<file path="config.mk">
export PLATFORM = sky130hd
export DESIGN_NAME = commit_stage
export DESIGN_NICKNAME = d
export VERILOG_FILES = /design/src/rtl/commit_pkg.sv /design/src/rtl/commit_slot.sv /design/src/rtl/commit_decide.sv /design/src/rtl/commit_trap_regs.sv /design/src/rtl/commit_stage.sv
export SDC_FILE = /design/constraint.sdc
export NUM_CORES = 1
export LEC_CHECK = 0
export ABC_AREA = 1
export CAP_MARGIN = 20
export CORE_UTILIZATION = 31
export DETAILED_ROUTE_END_ITERATION = 10
export PLACE_DENSITY_LB_ADDON = 0.08
export SYNTH_ARGS = -nofsm -noshare
export SYNTH_HDL_FRONTEND = slang
export SYNTH_SLANG_ARGS = --single-unit
</file>
<file path="constraint.sdc">
create_clock -name clk -period 1.1 [get_ports clk]
set_input_delay 0.165 -clock clk [delete_from_list [all_inputs] [get_ports clk]]
set_output_delay 0.165 -clock clk [all_outputs]
set_load 0.005 [all_outputs]
</file>
<file path="src/rtl/commit_pkg.sv">
package commit_pkg;
    localparam int XLEN    = 32;
    localparam int REG_AW  = 5;
    localparam int CAUSE_W = 4;

    typedef struct packed {
        logic               valid;
        logic [XLEN-1:0]    pc;
        logic               exc;
        logic [CAUSE_W-1:0] code;
        logic               rf_en;
        logic [REG_AW-1:0]  rf_addr;
        logic [XLEN-1:0]    rf_data;
        logic               st_en;
        logic [XLEN-1:0]    st_addr;
        logic [XLEN-1:0]    st_data;
    } slot_t;

    localparam slot_t EMPTY_SLOT = '0;

    // instruction may update architected state
    function automatic logic slot_retires(slot_t s);
        return s.valid && !s.exc;
    endfunction

    // instruction redirects control to the handler
    function automatic logic slot_traps(slot_t s);
        return s.valid && s.exc;
    endfunction
endpackage

</file>
<file path="src/rtl/commit_slot.sv">
module commit_slot
    import commit_pkg::*;
(
    input  logic  clk,
    input  logic  rst,
    input  logic  kill,
    input  slot_t d,
    output slot_t q
);
    always_ff @(posedge clk) begin
        if (rst || kill) begin
            q <= EMPTY_SLOT;
        end else begin
            q <= d;
        end
    end
endmodule

</file>
<file path="src/rtl/commit_decide.sv">
module commit_decide
    import commit_pkg::*;
(
    input  slot_t              s,
    output logic               rf_we,
    output logic [REG_AW-1:0]  rf_waddr,
    output logic [XLEN-1:0]    rf_wdata,
    output logic               mem_we,
    output logic [XLEN-1:0]    mem_addr,
    output logic [XLEN-1:0]    mem_wdata,
    output logic               take,
    output logic [XLEN-1:0]    take_pc,
    output logic [CAUSE_W-1:0] take_code
);
    logic retire;

    always_comb begin
        retire    = slot_retires(s);
        rf_we     = retire && s.rf_en;
        mem_we    = retire && s.st_en;
        rf_waddr  = s.rf_addr;
        rf_wdata  = s.rf_data;
        mem_addr  = s.st_addr;
        mem_wdata = s.st_data;
        take      = slot_traps(s);
        take_pc   = s.pc;
        take_code = s.code;
    end
endmodule

</file>
<file path="src/rtl/commit_trap_regs.sv">
module commit_trap_regs
    import commit_pkg::*;
#(
    parameter logic [XLEN-1:0] HANDLER_VEC = 32'h0000_0080
) (
    input  logic               clk,
    input  logic               rst,
    input  logic               take,
    input  logic [XLEN-1:0]    take_pc,
    input  logic [CAUSE_W-1:0] take_code,
    output logic [XLEN-1:0]    epc,
    output logic [CAUSE_W-1:0] cause,
    output logic               flush,
    output logic [XLEN-1:0]    redirect_pc
);
    always_ff @(posedge clk) begin
        if (rst) begin
            epc   <= '0;
            cause <= '0;
            flush <= 1'b0;
        end else begin
            flush <= take;
            if (take) begin
                epc   <= take_pc;
                cause <= take_code;
            end
        end
    end

    assign redirect_pc = flush ? HANDLER_VEC : '0;
endmodule

</file>
<file path="src/rtl/commit_stage.sv">
module commit_stage
    import commit_pkg::*;
#(
    parameter logic [31:0] HANDLER_VEC = 32'h0000_0080
) (
    input  logic         clk,
    input  logic         rst,
    input  logic         in_valid,
    input  logic [31:0]  in_pc,
    input  logic         in_exc,
    input  logic [3:0]   in_cause,
    input  logic         in_rf_en,
    input  logic [4:0]   in_rf_addr,
    input  logic [31:0]  in_rf_data,
    input  logic         in_st_en,
    input  logic [31:0]  in_st_addr,
    input  logic [31:0]  in_st_data,
    output logic         rf_we,
    output logic [4:0]   rf_waddr,
    output logic [31:0]  rf_wdata,
    output logic         mem_we,
    output logic [31:0]  mem_addr,
    output logic [31:0]  mem_wdata,
    output logic         flush,
    output logic [31:0]  redirect_pc,
    output logic [31:0]  epc,
    output logic [3:0]   cause
);
    slot_t               in_slot;
    slot_t               stg_q;
    logic                take;
    logic [XLEN-1:0]     take_pc;
    logic [CAUSE_W-1:0]  take_code;
    logic                kill;

    always_comb begin
        in_slot.valid   = in_valid;
        in_slot.pc      = in_pc;
        in_slot.exc     = in_exc;
        in_slot.code    = in_cause;
        in_slot.rf_en   = in_rf_en;
        in_slot.rf_addr = in_rf_addr;
        in_slot.rf_data = in_rf_data;
        in_slot.st_en   = in_st_en;
        in_slot.st_addr = in_st_addr;
        in_slot.st_data = in_st_data;
    end

    // younger instructions are dropped in the trap cycle and the flush cycle
    assign kill = take || flush;

    commit_slot u_slot (
        .clk (clk),
        .rst (rst),
        .kill(kill),
        .d   (in_slot),
        .q   (stg_q)
    );

    commit_decide u_decide (
        .s        (stg_q),
        .rf_we    (rf_we),
        .rf_waddr (rf_waddr),
        .rf_wdata (rf_wdata),
        .mem_we   (mem_we),
        .mem_addr (mem_addr),
        .mem_wdata(mem_wdata),
        .take     (take),
        .take_pc  (take_pc),
        .take_code(take_code)
    );

    commit_trap_regs #(.HANDLER_VEC(HANDLER_VEC)) u_trap (
        .clk        (clk),
        .rst        (rst),
        .take       (take),
        .take_pc    (take_pc),
        .take_code  (take_code),
        .epc        (epc),
        .cause      (cause),
        .flush      (flush),
        .redirect_pc(redirect_pc)
    );
endmodule

</file>
==> metrics.md <==
| Metric | Value |
|---|---|
| Final Instance Area | `0.0105 mm^2` |
| Post-DRT Antenna Nets | `0` |
| Via Count | `4,962` |
| Io pins | `315` |
| VDD IR max | `1.05 mV` |
| Critical path class | `reg2reg` |
| Critical-path top delay cell | `dfxtp_4` |
| Clock-pin slew on the worst setup and hold paths | `0.07 ns` |
| Capturing point of the worst reg2reg path | `u_slot.q[2]$_SDFF_PP0_` |
| WL per Instance | `14.6 um` |
| Port-buffer cells | `283` |
| Total congestion overflow | `0` |
| CP endpoint kind | `flip-flop` |
| Fillcell total | `2,036` |
| First-pass GRT wire length | `26,200 um` |
| DP HPWL | `10,800 um` |
| RSZ-0062 raised after global routing | `yes` |
| Critical R2R Launch | `u_trap.flush$_SDFF_PP0_` |
| Fin. max-slew vios | `0` |
| R2R setup slack | `-0.20 ns` |
| CP Cell Sequence | `buf_6 > nor2_4 > nand2_8 > buf_16 > buf_12 > clkbuf_16 > nor2_1` |
| Crit path launch type | `flip-flop` |
| Setup WS post-layout | `-0.199 ns` |
| Crit share post-route | `118%` |
| Setup Viol. Count Final | `177` |
| Failing checks | `negative setup slack` |
| Final Util | `51.1%` |
| Die height | `147 um` |
| Initial DRT Pass Iterations | `4` |
| Highest Clock Rate | `770 MHz` |
| CTS tree | `done` |
| Vias in the first global route | `4,508` |
| Ratio of cells with drive above 1 in the final layout | `38.5%` |
| Routed vias/inst | `3.76` |
| Outcome | `finished, violations left` |
| Yosys warns | `0` |
| Clock Path Buffers | `2` |
| Critical path arrival | `1.67 ns` |
| Critical path data required time | `1.47 ns` |
| Crit path to | `u_slot.q[2]$_SDFF_PP0_` |
| Post-DP Area | `0.00879 mm^2` |
| Sequential element share of the synthesized area | `54.4%` |
| Clk Latency, worst-skew pair | `0.43 ns` |
| Die Area | `0.0217 mm^2` |
| Fin crit period | `1.30 ns` |
| Die W | `147 um` |
| Worst path max stage delay | `0.34 ns` |
| PD cells | `1440 mW/mm^2` |
| Critical-path maximum fanout | `6` |
| Post-CTS Hold Buffers | `0` |
| Static leakage | `5.36 nW` |
| Worst Clk Skew | `0.00893 ns` |
| Num CTS Buffers | `17` |
| Placer Congestion | `0.705` |
| Total Wirelength | `19,200 um` |
| Initial antenna violation count | `0` |
| CTS root buffer | `clkbuf_16` |
| Post-Place Worst Slack | `-0.244 ns` |
| HP Class | `in2reg` |
| Core box area | `0.0205 mm^2` |
| Cell area after synthesis | `0.00655 mm^2` |
| Residual DRC | `0` |
| Final Hold Fails | `0` |
| Initial Utilization | `32.0%` |
| Clock Sinks | `178` |
| Average size of a mapped cell | `8.11 um^2` |
| Power after layout | `15.1 mW` |
| FF-to-FF path depth | `7` |
| Total track usage | `16.2%` |
| Flop and latch count out of synthesis | `178` |
| DRT iter0 DRCs | `139` |
| Post-synthesis cell count | `808` |
| Ant diodes | `0` |
| Fin nets | `1,180` |
| Unique masters post-synth | `11` |
| Largest net degree at the start of global routing | `31` |
| H-tree depth | `4` |
| Crit path from | `u_trap.flush$_SDFF_PP0_` |
| Std cell rows | `52` |
| Max-Cap Viols | `0` |
| Worst hold slack | `0.250 ns` |
| Layout area overhead | `59.9%` |
registers in the layout, indices dropped and copies added, names as in the netlist:
register and cells:
u_slot.q 141, u_trap.epc 32, u_trap.flush 1, u_trap.cause 4
report_power, final:
part | internal [mW] | total [mW] | leakage, nW | switching (mW)
Sequential | 6.80 | 6.91 | 1.49 | 0.106
Combinational | 1.25 | 2.18 | 3.60 | 0.933
Clock | 3.39 | 6.01 | 0.271 | 2.62
Total | 11.4 | 15.1 | 5.36 | 3.66
logic make-up after synthesis:
family	share of synthesized area, %
and+or+nand+nor	16.8
DFF	54.4
other	0.0572
buffers and inverters	28.8
how the worst min path moves through the flow:
| stage | from | to | cells past startpoint |
|---|---|---|---|
| 6_report | in_pc[2] | u_slot.q[110]$_SDFF_PP0_ | 3 |
| 5_1_grt | in_cause[1] | u_slot.q[104]$_SDFF_PP0_ | 3 |
| 4_1_cts | in_rf_data[7] | u_slot.q[72]$_SDFF_PP0_ | 3 |
| 3_5_place_dp | u_slot.q[129]$_SDFF_PP0_ | u_trap.epc[21]$_SDFFE_PP0P_ | 2 |
| 3_3_place_gp | u_slot.q[114]$_SDFF_PP0_ | u_trap.epc[6]$_SDFFE_PP0P_ | 2 |
| 2_1_floorplan | rst | u_trap.flush$_SDFF_PP0_ | 1 |
final cells by class:
type | instances | area (um^2) | area share (%)
Clock inverter | 12 | 131 | 1.25
Timing Repair Buffer | 339 | 3310 | 31.6
Multi-Input combinational cell | 322 | 1960 | 18.8
Inverter | 179 | 672 | 6.41
Tap cell | 270 | 338 | 3.22
Sequential cell | 178 | 3630 | 34.6
Clock buffer | 18 | 439 | 4.19
cells in the final DEF (no fill, tap or decap):
cell | Yosys | layout
buf_8 | 0 | 5
dfxtp_1 | 178 | 132
inv_6 | 0 | 3
buf_12 | 0 | 10
clkinvlp_4 | 0 | 4
nand2_8 | 0 | 2
nand2_2 | 0 | 10
inv_1 | 178 | 177
bufinv_16 | 0 | 2
clkbuf_16 | 0 | 30
clkdlybuf4s50_1 | 0 | 142
nor2_1 | 215 | 106
bufbuf_16 | 0 | 1
inv_2 | 1 | 2
buf_2 | 8 | 139
conb_1 | 1 | 31
nand2_4 | 0 | 5
buf_16 | 0 | 15
dfxtp_2 | 0 | 44
nor2_4 | 0 | 74
clkinv_2 | 0 | 3
buf_4 | 134 | 4
buf_6 | 14 | 10
nand2_1 | 74 | 57
nor2_2 | 0 | 35
dfxtp_4 | 0 | 2
clkbuf_8 | 0 | 1
nor3b_2 | 0 | 2
layer usage:
layer  GRT usage, %  routed length (um)  part of all wire [%]
met5              0                   0                     0
met4           5.52                 274                   1.4
met3           5.93                1440                   7.5
met2           27.0                9670                    50
met1           19.3                7870                    41
synthesized netlist by cell type:
| cell | n | area (um^2) |
|---|---|---|
| nand2_1 | 74 | 278 |
| inv_1 | 178 | 668 |
| buf_4 | 134 | 1010 |
| dfxtp_1 | 178 | 3560 |
| conb_1 | 1 | 3.75 |
| nor3b_1 | 2 | 15.0 |
| nor2_1 | 215 | 807 |
| inv_2 | 1 | 3.75 |
| buf_6 | 14 | 158 |
| buf_2 | 8 | 40.0 |
| clkbuf_1 | 3 | 11.3 |
what timing repair did:
action                                  CTS  global route
setup buffers                             9            11
endpoints found under the setup margin  279           184
cloned                                   15            17
gates resized for setup                 658           206
pin swaps                                 6            15
metrics by stage:
step                setup TNS (ns)  std cells
floorplan                        0        838
global placement            -27.85       1243
detailed placement          -33.79       1243
CTS                         -14.30       1297
global route                -25.00       1318
finish                      -17.71       1318
worst max-delay path: cells and delay by family, from the launching register on:
kind,cells,cell delay [ns]
buffers and inverters,4,0.59
flip-flops,1,0.34
AND/OR/NAND/NOR,3,0.30
No activity file was read; power rests on OpenSTA's default activity.
